**src/rtl/cfm_pkg.sv**
```systemverilog
package cfm_pkg;
  localparam int unsigned FAULT_SHIFT = 4;  // 1/16 = 6.25 %
  typedef enum logic {CH_PHASE = 1'b0, CH_NEUTRAL = 1'b1} ch_e;
endpackage

```
**src/rtl/cfm_compare.sv**
```systemverilog
module cfm_compare #(
  parameter int unsigned MAG_W = 16
) (
  input  logic [MAG_W-1:0] phase_i,
  input  logic [MAG_W-1:0] neut_i,
  output logic             neut_gt_o,
  output logic             mismatch_o
);
  import cfm_pkg::*;
  logic [MAG_W-1:0] diff, larger;

  always_comb begin
    neut_gt_o = neut_i > phase_i;
    if (neut_gt_o) begin
      diff   = neut_i - phase_i;
      larger = neut_i;
    end else begin
      diff   = phase_i - neut_i;
      larger = phase_i;
    end
    mismatch_o = diff > (larger >> FAULT_SHIFT);
  end
endmodule

```
**src/rtl/cfm_persist.sv**
```systemverilog
// Holds a state bit; flips it after N consecutive enabled samples disagree.
module cfm_persist #(
  parameter int unsigned SET_N = 1,
  parameter int unsigned CLR_N = 1
) (
  input  logic clk_i,
  input  logic rst_ni,
  input  logic en_i,
  input  logic raw_i,
  output logic state_o
);
  localparam int unsigned MAXN = (SET_N > CLR_N) ? SET_N : CLR_N;
  localparam int unsigned CW   = (MAXN < 2) ? 1 : $clog2(MAXN + 1);
  localparam logic [CW-1:0] SET_M1 = CW'(SET_N - 1);
  localparam logic [CW-1:0] CLR_M1 = CW'(CLR_N - 1);

  logic [CW-1:0] cnt_q;
  logic [CW-1:0] need_m1;

  assign need_m1 = state_o ? CLR_M1 : SET_M1;

  always_ff @(posedge clk_i or negedge rst_ni) begin
    if (!rst_ni) begin
      state_o <= 1'b0;
      cnt_q   <= '0;
    end else if (en_i) begin
      if (raw_i == state_o) begin
        cnt_q <= '0;
      end else if (cnt_q == need_m1) begin
        state_o <= raw_i;
        cnt_q   <= '0;
      end else begin
        cnt_q <= cnt_q + 1'b1;
      end
    end
  end

  assert_stable_between_strobes_R9: assert property (@(posedge clk_i) disable iff (!rst_ni)
    !en_i |=> $stable(state_o));
  assert_count_bounded_R4: assert property (@(posedge clk_i) disable iff (!rst_ni)
    cnt_q < CW'(MAXN));
endmodule

```
**src/rtl/cfm_vmon.sv**
```systemverilog
module cfm_vmon #(
  parameter int unsigned V_TIMEOUT = 1024
) (
  input  logic clk_i,
  input  logic rst_ni,
  input  logic zc_i,
  output logic absent_o
);
  localparam int unsigned TW = $clog2(V_TIMEOUT + 1);
  localparam logic [TW-1:0] LIMIT = TW'(V_TIMEOUT);

  logic [TW-1:0] cnt_q;

  always_ff @(posedge clk_i or negedge rst_ni) begin
    if (!rst_ni)               cnt_q <= '0;
    else if (zc_i)             cnt_q <= '0;
    else if (cnt_q != LIMIT)   cnt_q <= cnt_q + 1'b1;
  end

  assign absent_o = (cnt_q == LIMIT);

  assert_zc_clears_absent_R6: assert property (@(posedge clk_i) disable iff (!rst_ni)
    zc_i |=> !absent_o);
endmodule

```
**src/rtl/curr_fault_mon.sv**
```systemverilog
module curr_fault_mon #(
  parameter int unsigned MAG_W     = 16,
  parameter int unsigned PERSIST   = 4,
  parameter int unsigned V_TIMEOUT = 1024
) (
  input  logic             clk_i,
  input  logic             rst_ni,
  input  logic             smp_valid_i,
  input  logic [MAG_W-1:0] phase_mag_i,
  input  logic [MAG_W-1:0] neut_mag_i,
  input  logic             zc_i,
  output logic             sel_o,
  output logic [MAG_W-1:0] bill_mag_o,
  output logic             fault_o,
  output logic             no_neutral_o
);
  import cfm_pkg::*;

  logic neut_gt, mismatch, v_absent, mm_fault;
  logic [MAG_W-1:0] phase_q, neut_q;
  ch_e  sel_ch;

  cfm_compare #(.MAG_W(MAG_W)) u_cmp (
    .phase_i(phase_mag_i), .neut_i(neut_mag_i),
    .neut_gt_o(neut_gt), .mismatch_o(mismatch)
  );

  cfm_vmon #(.V_TIMEOUT(V_TIMEOUT)) u_vmon (
    .clk_i(clk_i), .rst_ni(rst_ni), .zc_i(zc_i), .absent_o(v_absent)
  );

  cfm_persist #(.SET_N(PERSIST), .CLR_N(PERSIST)) u_sel (
    .clk_i(clk_i), .rst_ni(rst_ni), .en_i(smp_valid_i),
    .raw_i(neut_gt), .state_o(sel_o)
  );

  // faults set on first bad sample, clear with hysteresis
  cfm_persist #(.SET_N(1), .CLR_N(PERSIST)) u_mm (
    .clk_i(clk_i), .rst_ni(rst_ni), .en_i(smp_valid_i),
    .raw_i(mismatch), .state_o(mm_fault)
  );

  cfm_persist #(.SET_N(1), .CLR_N(PERSIST)) u_nn (
    .clk_i(clk_i), .rst_ni(rst_ni), .en_i(smp_valid_i),
    .raw_i(v_absent), .state_o(no_neutral_o)
  );

  always_ff @(posedge clk_i or negedge rst_ni) begin
    if (!rst_ni) begin
      phase_q <= '0;
      neut_q  <= '0;
    end else if (smp_valid_i) begin
      phase_q <= phase_mag_i;
      neut_q  <= neut_mag_i;
    end
  end

  assign sel_ch     = ch_e'(sel_o);
  assign bill_mag_o = (sel_ch == CH_NEUTRAL) ? neut_q : phase_q;
  assign fault_o    = mm_fault | no_neutral_o;

  assert_mismatch_sets_fault_R3: assert property (@(posedge clk_i) disable iff (!rst_ni)
    smp_valid_i && mismatch |=> fault_o);
  assert_bill_tracks_select_R2: assert property (@(posedge clk_i) disable iff (!rst_ni)
    smp_valid_i |=> bill_mag_o == (sel_o ? $past(neut_mag_i) : $past(phase_mag_i)));
  assert_nn_rise_needs_absent_R6: assert property (@(posedge clk_i) disable iff (!rst_ni)
    $rose(no_neutral_o) |-> $past(v_absent));
endmodule

```
**config.mk**
```make
export PLATFORM = sky130hd
export DESIGN_NAME = curr_fault_mon
export DESIGN_NICKNAME = d
export VERILOG_FILES = /design/src/rtl/cfm_pkg.sv /design/src/rtl/cfm_compare.sv /design/src/rtl/cfm_persist.sv /design/src/rtl/cfm_vmon.sv /design/src/rtl/curr_fault_mon.sv
export SDC_FILE = /design/constraint.sdc
export NUM_CORES = 1
export LEC_CHECK = 0
export BUFFER_PORTS_ARGS = -buffer_cell sky130_fd_sc_hd__buf_4
export CORE_ASPECT_RATIO = 0.75
export CORE_UTILIZATION = 25
export CTS_CLUSTER_DIAMETER = 40
export DETAILED_ROUTE_END_ITERATION = 16
export HOLD_SLACK_MARGIN = 0.1
export MAX_ROUTING_LAYER = met4
export SETUP_SLACK_MARGIN = 0.15
export SLEW_MARGIN = 20
export SYNTH_ARGS = -nofsm -noshare
export SYNTH_HDL_FRONTEND = slang
export SYNTH_HIERARCHICAL = 1
export SYNTH_SLANG_ARGS = --single-unit
export TNS_END_PERCENT = 1
```
**constraint.sdc**
```tcl
create_clock -name clk_i -period 2.3 [get_ports clk_i]
set_input_delay 0.115 -clock clk_i [delete_from_list [all_inputs] [get_ports clk_i]]
set_output_delay 0.115 -clock clk_i [all_outputs]
set_load 0.02 [all_outputs]
```
==> results of run 1 <==
## worst max-delay path: cells and delay by family
kind	cells	cell delay (ps)
and+or+nand+nor	6	960
buffers and inverters	7	790
AOI/OAI and AO/OA	7	1220
adders and majority gates	3	780
xor gates and xnor gates	2	330
## layer usage
layer,wire length [µm],vias to the layer above
met5,0,-
met4,60,0
met3,670,7
met2,5570,102
met1,6860,1970
li1,-,2079
## registers in the layout, summed over array words and instances (netlist names)
name           count
neut_q            16
phase_q           16
u_mm/cnt_q         3
u_mm/state_o       1
u_nn/cnt_q         3
u_nn/state_o       1
u_sel/cnt_q        3
u_sel/state_o      1
u_vmon/cnt_q      11
## cell usage after synthesis (3+ instances only)
cell / number
sky130_fd_sc_hd__nand2b_1: 7
sky130_fd_sc_hd__ha_1: 48
sky130_fd_sc_hd__nor2b_1: 3
sky130_fd_sc_hd__clkbuf_8: 4
sky130_fd_sc_hd__or3_1: 3
sky130_fd_sc_hd__mux2_2: 11
sky130_fd_sc_hd__nor2_1: 21
sky130_fd_sc_hd__buf_6: 4
sky130_fd_sc_hd__o21a_1: 4
sky130_fd_sc_hd__a31oi_1: 4
sky130_fd_sc_hd__inv_1: 54
sky130_fd_sc_hd__nand3b_1: 4
sky130_fd_sc_hd__o211ai_1: 5
sky130_fd_sc_hd__nand4_1: 9
sky130_fd_sc_hd__o221ai_2: 3
sky130_fd_sc_hd__dfrtp_1: 55
sky130_fd_sc_hd__a21o_1: 5
sky130_fd_sc_hd__buf_2: 3
sky130_fd_sc_hd__buf_12: 4
sky130_fd_sc_hd__or2_2: 3
sky130_fd_sc_hd__o22ai_1: 5
sky130_fd_sc_hd__or4_1: 3
sky130_fd_sc_hd__a21oi_1: 29
sky130_fd_sc_hd__xor2_1: 11
sky130_fd_sc_hd__xnor2_1: 11
sky130_fd_sc_hd__nand3_1: 12
sky130_fd_sc_hd__nor4_1: 3
sky130_fd_sc_hd__a211oi_1: 7
sky130_fd_sc_hd__o21ai_0: 19
sky130_fd_sc_hd__o31ai_1: 7
sky130_fd_sc_hd__mux2i_1: 17
sky130_fd_sc_hd__mux2_4: 41
sky130_fd_sc_hd__nand2_1: 26
## path summary, 6_finish.rpt
kind / start / to / slack, ps / cells past startpoint
max: neut_mag_i[0] / u_mm/cnt_q[2] / -1740 / 25
min: neut_mag_i[3] / neut_q[3] / 160 / 3
max reg2reg: u_vmon/cnt_q[3] / u_nn/cnt_q[2] / 540 / 5
min reg2reg: phase_q[13] / phase_q[13] / 510 / 1
max in group asynchronous: rst_ni / u_mm/cnt_q[1] / 1420 / 2
min in group asynchronous: rst_ni / phase_q[0] / 390 / 2
## cell families (layout without fill, tap and decap cells)
group,after synthesis,count (layout),share of synthesized area
AO/OA/AOI/OAI,109,109,0.155
XOR/XNOR,22,22,0.0386
adder cells (fa/ha/maj),50,50,0.128
buffers and inverters,77,244,0.0990
flip-flops,55,55,0.276
multiplexers,69,69,0.182
AND/OR/NAND/NOR,109,109,0.122
## layout make-up
class | instances | area, µm² | area share
clock buffer | 5 | 125 | 0.0185
multi-input combinational | 359 | 3300 | 0.488
clock inverter | 3 | 27.5 | 0.00407
sequential | 55 | 1380 | 0.204
timing repair buffer | 182 | 1400 | 0.207
tap | 253 | 317 | 0.0468
inverter | 54 | 215 | 0.0318
## through the flow
step	TNS, ps	setup WS (ps)	total power, µW	area [µm²]
after detailed placement	-9750	-2270	2730	6370
after global placement	-9270	-2180	2720	6370
after floorplan	-6210	-1620	2170	5060
after global routing	-7490	-1920	3920	6760
final	-6740	-1740	3680	6760
after CTS	-7190	-1860	3650	6690
## power groups by stage
stage	registers [µW]	clock network [µW]	logic, µW
2_1_floorplan	1110	0	1060
3_3_place_gp	1120	0	1610
3_5_place_dp	1120	0	1620
4_1_cts	1100	839	1710
5_1_grt	1110	875	1930
6_report	1100	806	1770
## what timing repair did
item | CTS | global route
setup endpoints to repair | 7 | 7
setup buffers | 8 | 0
endpoints found under the hold margin | 63 | 0
hold buffers | 2 | 0
pin swaps | 21 | 7
resized for setup | 16 | 12
==> impl.org, run 1 <==
** Power and ir drop
- Cell area power density :: 544 nW/µm²
- Of the total power, the share spent switching nets is 0.349.
- VDD sags by at most 0.000296 V.
- In this run the static leakage power is 0.00321 µW.
- Share of total power in combinational logic :: 0.482
- The share of total power dissipated in sequential elements is 0.299.
- Summed over all nets, the switching power comes to 1280 µW.
- The share of total power dissipated in the clock network is 0.219.
- Internal power of the cells :: 2390 µW

** Global route
- Maximum number of pins on one net before global-route repair :: 56
- For this run the aggregate overflow at the end of global routing stands at 0.
- In the global route stage, met2 resource usage came out at 0.196.
- The first global-routing pass estimated 21700 µm of wire.
- Number of antenna violations at the first check in global routing :: 0
- Met3 routing resource usage after global routing :: 0.0206
- Most congested layer reported by global routing :: met1
- Via count of the first global-routing pass :: 4192
- For met1 alone, demand over resource in global routing was 0.206.
- For this run, the total global-route usage over all layers was measured as 0.137.

** Timing
- Final WS setup :: -1740 ps
- Setup repair after global routing missed its margin :: true
- After layout, the minimum clock period comes to 4040 ps.
- Hold slack :: 157 ps
- In the finished design, the share of the clock period the worst path needs comes to 1.76.
- Worst-case headroom to the max-slew limit :: 0.524
- The hold violation total from the final report came to 0.
- The count of final max-slew check failures came to 0.
- Worst clock skew :: 12.4 ps
- Upper clock frequency limit :: 0.247 GHz
- Endpoints failing setup :: 4
- Transition time at the pin with the least slew margin :: 713 ps

** Detailed routing
- Via count :: 4158
- Post-route ant nets :: 0
- DR iter-0 viols :: 243
- DRC :: 0
- After detailed routing, the average wire length per cell comes to 14.5 µm.
- The routed design has 13200 µm of wire.
- Post-DR vias/cell :: 4.56
- First-pass iteration count of the detailed router :: 5

** Clock tree
- Clock sink count :: 55
- Number of buffers between clock root and the deepest sink :: 2
- Source-to-sink clock delay at the later pin of the worst-skew pair :: 300 ps
- In this run, CTS created clock tree buffers numbering 5.
- The H-tree generated during clock tree synthesis spans 2 levels.
- TritonCTS built the clock tree.
- Clock root buffer master :: sky130_fd_sc_hd__clkbuf_16
- Clock-pin slew was measured on the worst setup and hold paths at 70 ps.

** Synth
- In this run, synthesis inferred 0 flip-flops with an integrated enable.
- Cells after Synth :: 491
- Number of warnings reported in the yosys synthesis log :: 6
- Commonest register cell after synthesis :: sky130_fd_sc_hd__dfrtp_1
- Net count after synthesis :: 577
- Post-synth cell types :: 66
- The synthesized design contains 55 register bits.
- Fraction of the yosys area taken by sequential cells :: 0.276
- Share of flip-flops with an asynchronous set or reset :: 1.00
- The share of synthesized area in the top cell type comes to 0.276.
- In the post-synthesis netlist, the biggest area contributors are sky130_fd_sc_hd__dfrtp_1 28%, sky130_fd_sc_hd__mux2_4 12%, sky130_fd_sc_hd__ha_1 12%.
- Post-Syn Area :: 4990 µm²
- Mean post-synth cell area :: 10.2 µm²
- Yosys top cell by area :: sky130_fd_sc_hd__dfrtp_1

** Finish
- Share of cells above drive strength 1 :: 0.436
- The filler cells instantiated in the layout total 1978.
- Number of nets at the end of the flow :: 743
- Top library cells by usage in the layout, fill and taps aside :: 177 x sky130_fd_sc_hd__buf_4, 55 x sky130_fd_sc_hd__dfrtp_1, 52 x sky130_fd_sc_hd__inv_1
- Diode insertion count for antenna repair :: 0
- From synthesis to final layout, the design area changed by 35.3%.
- At the end of the flow the core is filled with cells to 0.348.
- After the flow finishes, the layout carries non-filler instances totaling 911.
- Commonest non-fill, non-tap cell in the layout :: sky130_fd_sc_hd__buf_4

** Place
- Port buffering added 54 buffers.
- Placed cell count :: 893
- Once detailed placement completed, the half-perimeter wirelength came to 10300 µm.
- Gpl congestion :: 0.924

** Floorplanning
- The floorplan step defined a core boundary enclosing 19400 µm².
- Pin placement for this block handled 55 I/O pins.
- The die is 165 µm wide.
- Floorplan die area :: 20500 µm²
- Number of cell rows :: 44
- Initial core utilization :: 0.257
- Measured along the y axis, the die boundary spans 124 µm.

** Setup path
- The worst setup path is captured at a register.
- Most frequent CP cell :: sky130_fd_sc_hd__buf_4
- Crit path launch type :: input pin
- Largest fanout of any net on the critical path :: 8
- Data required time of the worst path :: 2470 ps
- The worst setup path is of the input pin to register kind.
- Data arrival at the endpoint of the critical path :: 4210 ps
- The slowest stage of the critical path is the sky130_fd_sc_hd__fa_2 cell.
- For this run, the slowest stage of the critical path takes 360 ps.

** Worst hold path
- The worst hold path belongs to the class input pin to register.

** Run status
- The flow ran to the end, but the final reports show violations.
- The checks that failed: negative setup slack.

** Flow run
- The tool flagged a number of max-cap violations equal to 0.
(Power assumes the default switching activity.)
==> run 2: changes to the inputs <==
--- a/config.mk
+++ b/config.mk
@@ -10,6 +10,7 @@
 export CORE_UTILIZATION = 25
 export CTS_CLUSTER_DIAMETER = 40
 export DETAILED_ROUTE_END_ITERATION = 16
+export GPL_ROUTABILITY_DRIVEN = 0
 export HOLD_SLACK_MARGIN = 0.1
 export MAX_ROUTING_LAYER = met4
 export SETUP_SLACK_MARGIN = 0.15
==> constraint.sdc (replaced) <==
create_clock -name clk_i -period 4.8 [get_ports clk_i]
set_input_delay 0.24 -clock clk_i [delete_from_list [all_inputs] [get_ports clk_i]]
set_output_delay 0.24 -clock clk_i [all_outputs]
set_load 0.02 [all_outputs]
==> run 2 against run 1 <==
- the run now ends clean
- combinational power fell by 62%
- first-iteration DRC count rose by 31%
- worst hold slack improved by 30 ps
- design area fell by 15%
- cell count fell by 12%
- clock skew rose by 4.5 ps
- sequential power fell by 50%
- die area did not move
- setup slack improved by 2100 ps
- register-to-register slack improved by 2400 ps
- sequential share of layout area rose by 3.5 points
- critical endpoint unchanged
- highest routed layer unchanged
==> impl.org, run 2 (synthesis results as in run 1) <==
** Finish
- Number of nets at the end of the flow :: 630 (-15%)
- The non-filler instance count after layout is 798 (-12%).
- Commonest non-fill, non-tap cell in the layout :: sky130_fd_sc_hd__buf_4
- The number of antenna cells inserted was 0 (unchanged).
- The post-layout utilization of the core is 0.297 (-0.0508).
- Biggest registers after layout :: neut_q: 16 flops, phase_q: 16 flops, u_vmon/cnt_q: 11 flops
- The library cells used most frequently in the layout, excluding fill and tap cells, are 66 x sky130_fd_sc_hd__buf_4, 54 x sky130_fd_sc_hd__dfrtp_1, 54 x sky130_fd_sc_hd__inv_1.
- The share of layout cells above drive strength 1 was 0.295 (-0.141).
- Fillcell total :: 2024 (+2.3%)
- Synth-to-layout area growth :: 15.6%

** Timing
- Worst-case headroom to the max-slew limit :: 0.479 (-0.0455)
- Minimum clock period after layout :: 4480 ps
- Final number of max-transition violations :: 0 (unchanged)
- In the finished design, the share of the clock period the worst path needs comes to 0.932.
- Final Hold Vio Count :: 0 (unchanged)
- The setup TNS came to 0 ps (+6740 ps).
- The worst-margin pin slew came to 782 ps (+68.2 ps).
- The setup violation total in the final timing report is 0 (-4).
- The worst hold slack is 187 ps (+30.0 ps).
- Static timing analysis puts the maximum clock frequency at 0.223 GHz.
- Setup repair after global routing left no endpoint under its margin.
- Worst clock skew :: 16.9 ps (+4.47 ps)

** Floorplanning
- Floorplan die area :: 20500 µm² (unchanged)
- The horizontal die dimension is 165 µm (unchanged).
- Core region area :: 19400 µm² (unchanged)
- The number of primary I/O pins came to 55 (unchanged).
- Chip Height :: 124 µm (unchanged)
- The effective utilization at floorplan came to 0.257 (unchanged).
- The site row count came to 44 (unchanged).

** Setup path
- The critical path is of the input pin to register type.
- The biggest cell delay along the critical path came to 420 ps (+60 ps).
- Cell breakdown of the critical path :: buf_4 -> inv_1 -> ha_1 -> nand2_1 -> o21ai_1 -> nor2_1 -> a31oi_1 -> o21a_4 -> buf_4 -> mux2_2 -> ha_1 -> nor2b_1 -> o211ai_1 -> a211oi_1 -> a2111oi_2 -> nor2_2 -> nor4b_2 -> a32oi_2 -> xor2_2 -> buf_4 -> nand3b_1 -> o221ai_2
- STA classifies the critical path startpoint as an input pin.
- Most frequent CP cell :: sky130_fd_sc_hd__buf_4
- Data required time of the worst path :: 4950 ps (+2480 ps)
- Largest fanout of any net on the critical path :: 6 (-2)
- On the critical path, the stage with the largest delay is an instance of sky130_fd_sc_hd__ha_1.
- Data arrival at the endpoint of the critical path :: 4630 ps (+420 ps)
- CP endpoint kind :: register

** Clock tree
- Total number of H-tree levels :: 2 (unchanged)
- The tree is rooted in a sky130_fd_sc_hd__clkbuf_16.
- The clock buffer count from CTS came to 5 (unchanged).
- The clock transition time at the flip-flop clock pins of the worst setup and hold paths was 90 ps (+20 ps).
- CTS tree :: done
- Source-to-sink clock delay at the later pin of the worst-skew pair :: 310 ps (about the same)
- Clock sink count :: 55 (unchanged)
- The buffer depth of the longest clock path came to 2 (unchanged).

** Global route
- Global-route usage over all layers :: 0.118 (-0.0181)
- The via count of the first global-routing pass was 3461 (-17%).
- The number of antenna violations at the first check in global routing came to 0 (unchanged).
- The leftover overflow at the end of global routing is 0 (unchanged).
- Global-route wire length before repair :: 18800 µm (-14%)
- The maximum number of pins on one net before global-route repair is 56 (unchanged).

** Detailed routing
- Final routed wirelength across all metal layers :: 11900 µm (-9.9%)
- Post-route ant nets :: 0 (unchanged)
- The average via count per standard cell was 4.67 (+2.2%).
- The total iterations of the first detailed-routing run is 5 (unchanged).
- DR iter-0 viols :: 318 (+31%)
- The total number of vias came to 3723 (-10%).
- Average wire per standard cell :: 14.9 µm (+2.8%)
- The final routed DRC violation total was 0 (unchanged).

** Power and ir drop
- The leakage power was 0.00263 µW (-18%).
- Cell area power density :: 279 nW/µm² (-49%)
- Worst voltage drop across the vdd grid :: 0.000133 V (-55%)
- The overall power of the completed layout is 1610 µW (-56%).

** Place
- The placed cell count was 785 (-12%).
- Dpl hpwl :: 8920 µm (-13%)
- Number of buffers inserted by port buffering :: 54 (unchanged)

** Run status
- The run finished with clean final reports.

** Flow run
- The number of maximum-capacitance violations is 0 (unchanged).

** Worst hold path
- Path category of the worst min-delay check :: input pin to register
-- run 2: report_power, final --
group / switching, µW / leakage (µW) / internal, µW / total (µW)
Combinational: 345 / 0.00187 / 334 / 679
Sequential: 46.8 / 0.000684 / 501 / 548
Clock: 187 / 0.0000719 / 199 / 385
Total: 578 / 0.00263 / 1030 / 1610
-- run 2: routing by layer --
metal  up-vias  global-route usage  wire length [µm]
met1      1743               0.187              6420
met3        11              0.0273               758
met2       110               0.151              4600
met5         -                   -                 0
li1       1859                   -                 -
met4         0              0.0151                82
-- run 2: per-stage QoR --
stage	setup slack [ps]	cell area [µm²]
3_3_place_gp	31.3	5510
3_5_place_dp	-84.4	5510
5_1_grt	56.3	5770
2_1_floorplan	553	4990
4_1_cts	197	5670
6_report	324	5770
-- run 2: repair_timing --
| action | in CTS | in global routing |
|---|---|---|
| setup buffers | 0 | 3 |
| hold buffers | 1 | 0 |
| gates resized for setup | 0 | 13 |
| setup endpoints to repair | 0 | 4 |
| hold endpoints to repair | 55 | 0 |
-- run 2: final timing paths --
| kind | startpoint | end | slack [ps] | cells past startpoint |
|---|---|---|---|---|
| max reg2reg | u_vmon/cnt_q[3] | u_nn/cnt_q[1] | 2900 | 5 |
| min | neut_mag_i[0] | neut_q[0] | 190 | 2 |
| max in group asynchronous | rst_ni | u_sel/state_o | 3740 | 2 |
| max | phase_mag_i[14] | u_mm/cnt_q[2] | 320 | 22 |
| min in group asynchronous | rst_ni | phase_q[15] | 510 | 2 |
| min reg2reg | phase_q[15] | phase_q[15] | 510 | 1 |
-- run 2: worst max-delay path: cells and delay by family --
family / cells / cell delay [ps]
AOI/OAI and AO/OA: 8 / 1840
xor gates and xnor gates: 1 / 230
adders and majority gates: 2 / 730
and+or+nand+nor: 6 / 820
buffers and inverters: 4 / 430
muxes: 1 / 320
-- run 2: area by class of cell --
| cell class | count | area, µm² | area share |
|---|---|---|---|
| inverter | 54 | 203 | 0.0351 |
| sequential | 55 | 1380 | 0.239 |
| tap | 253 | 317 | 0.0549 |
| multi-input combinational | 360 | 3200 | 0.554 |
| clock buffer | 5 | 125 | 0.0217 |
| clock inverter | 3 | 27.5 | 0.00477 |
| timing repair buffer | 68 | 526 | 0.0911 |
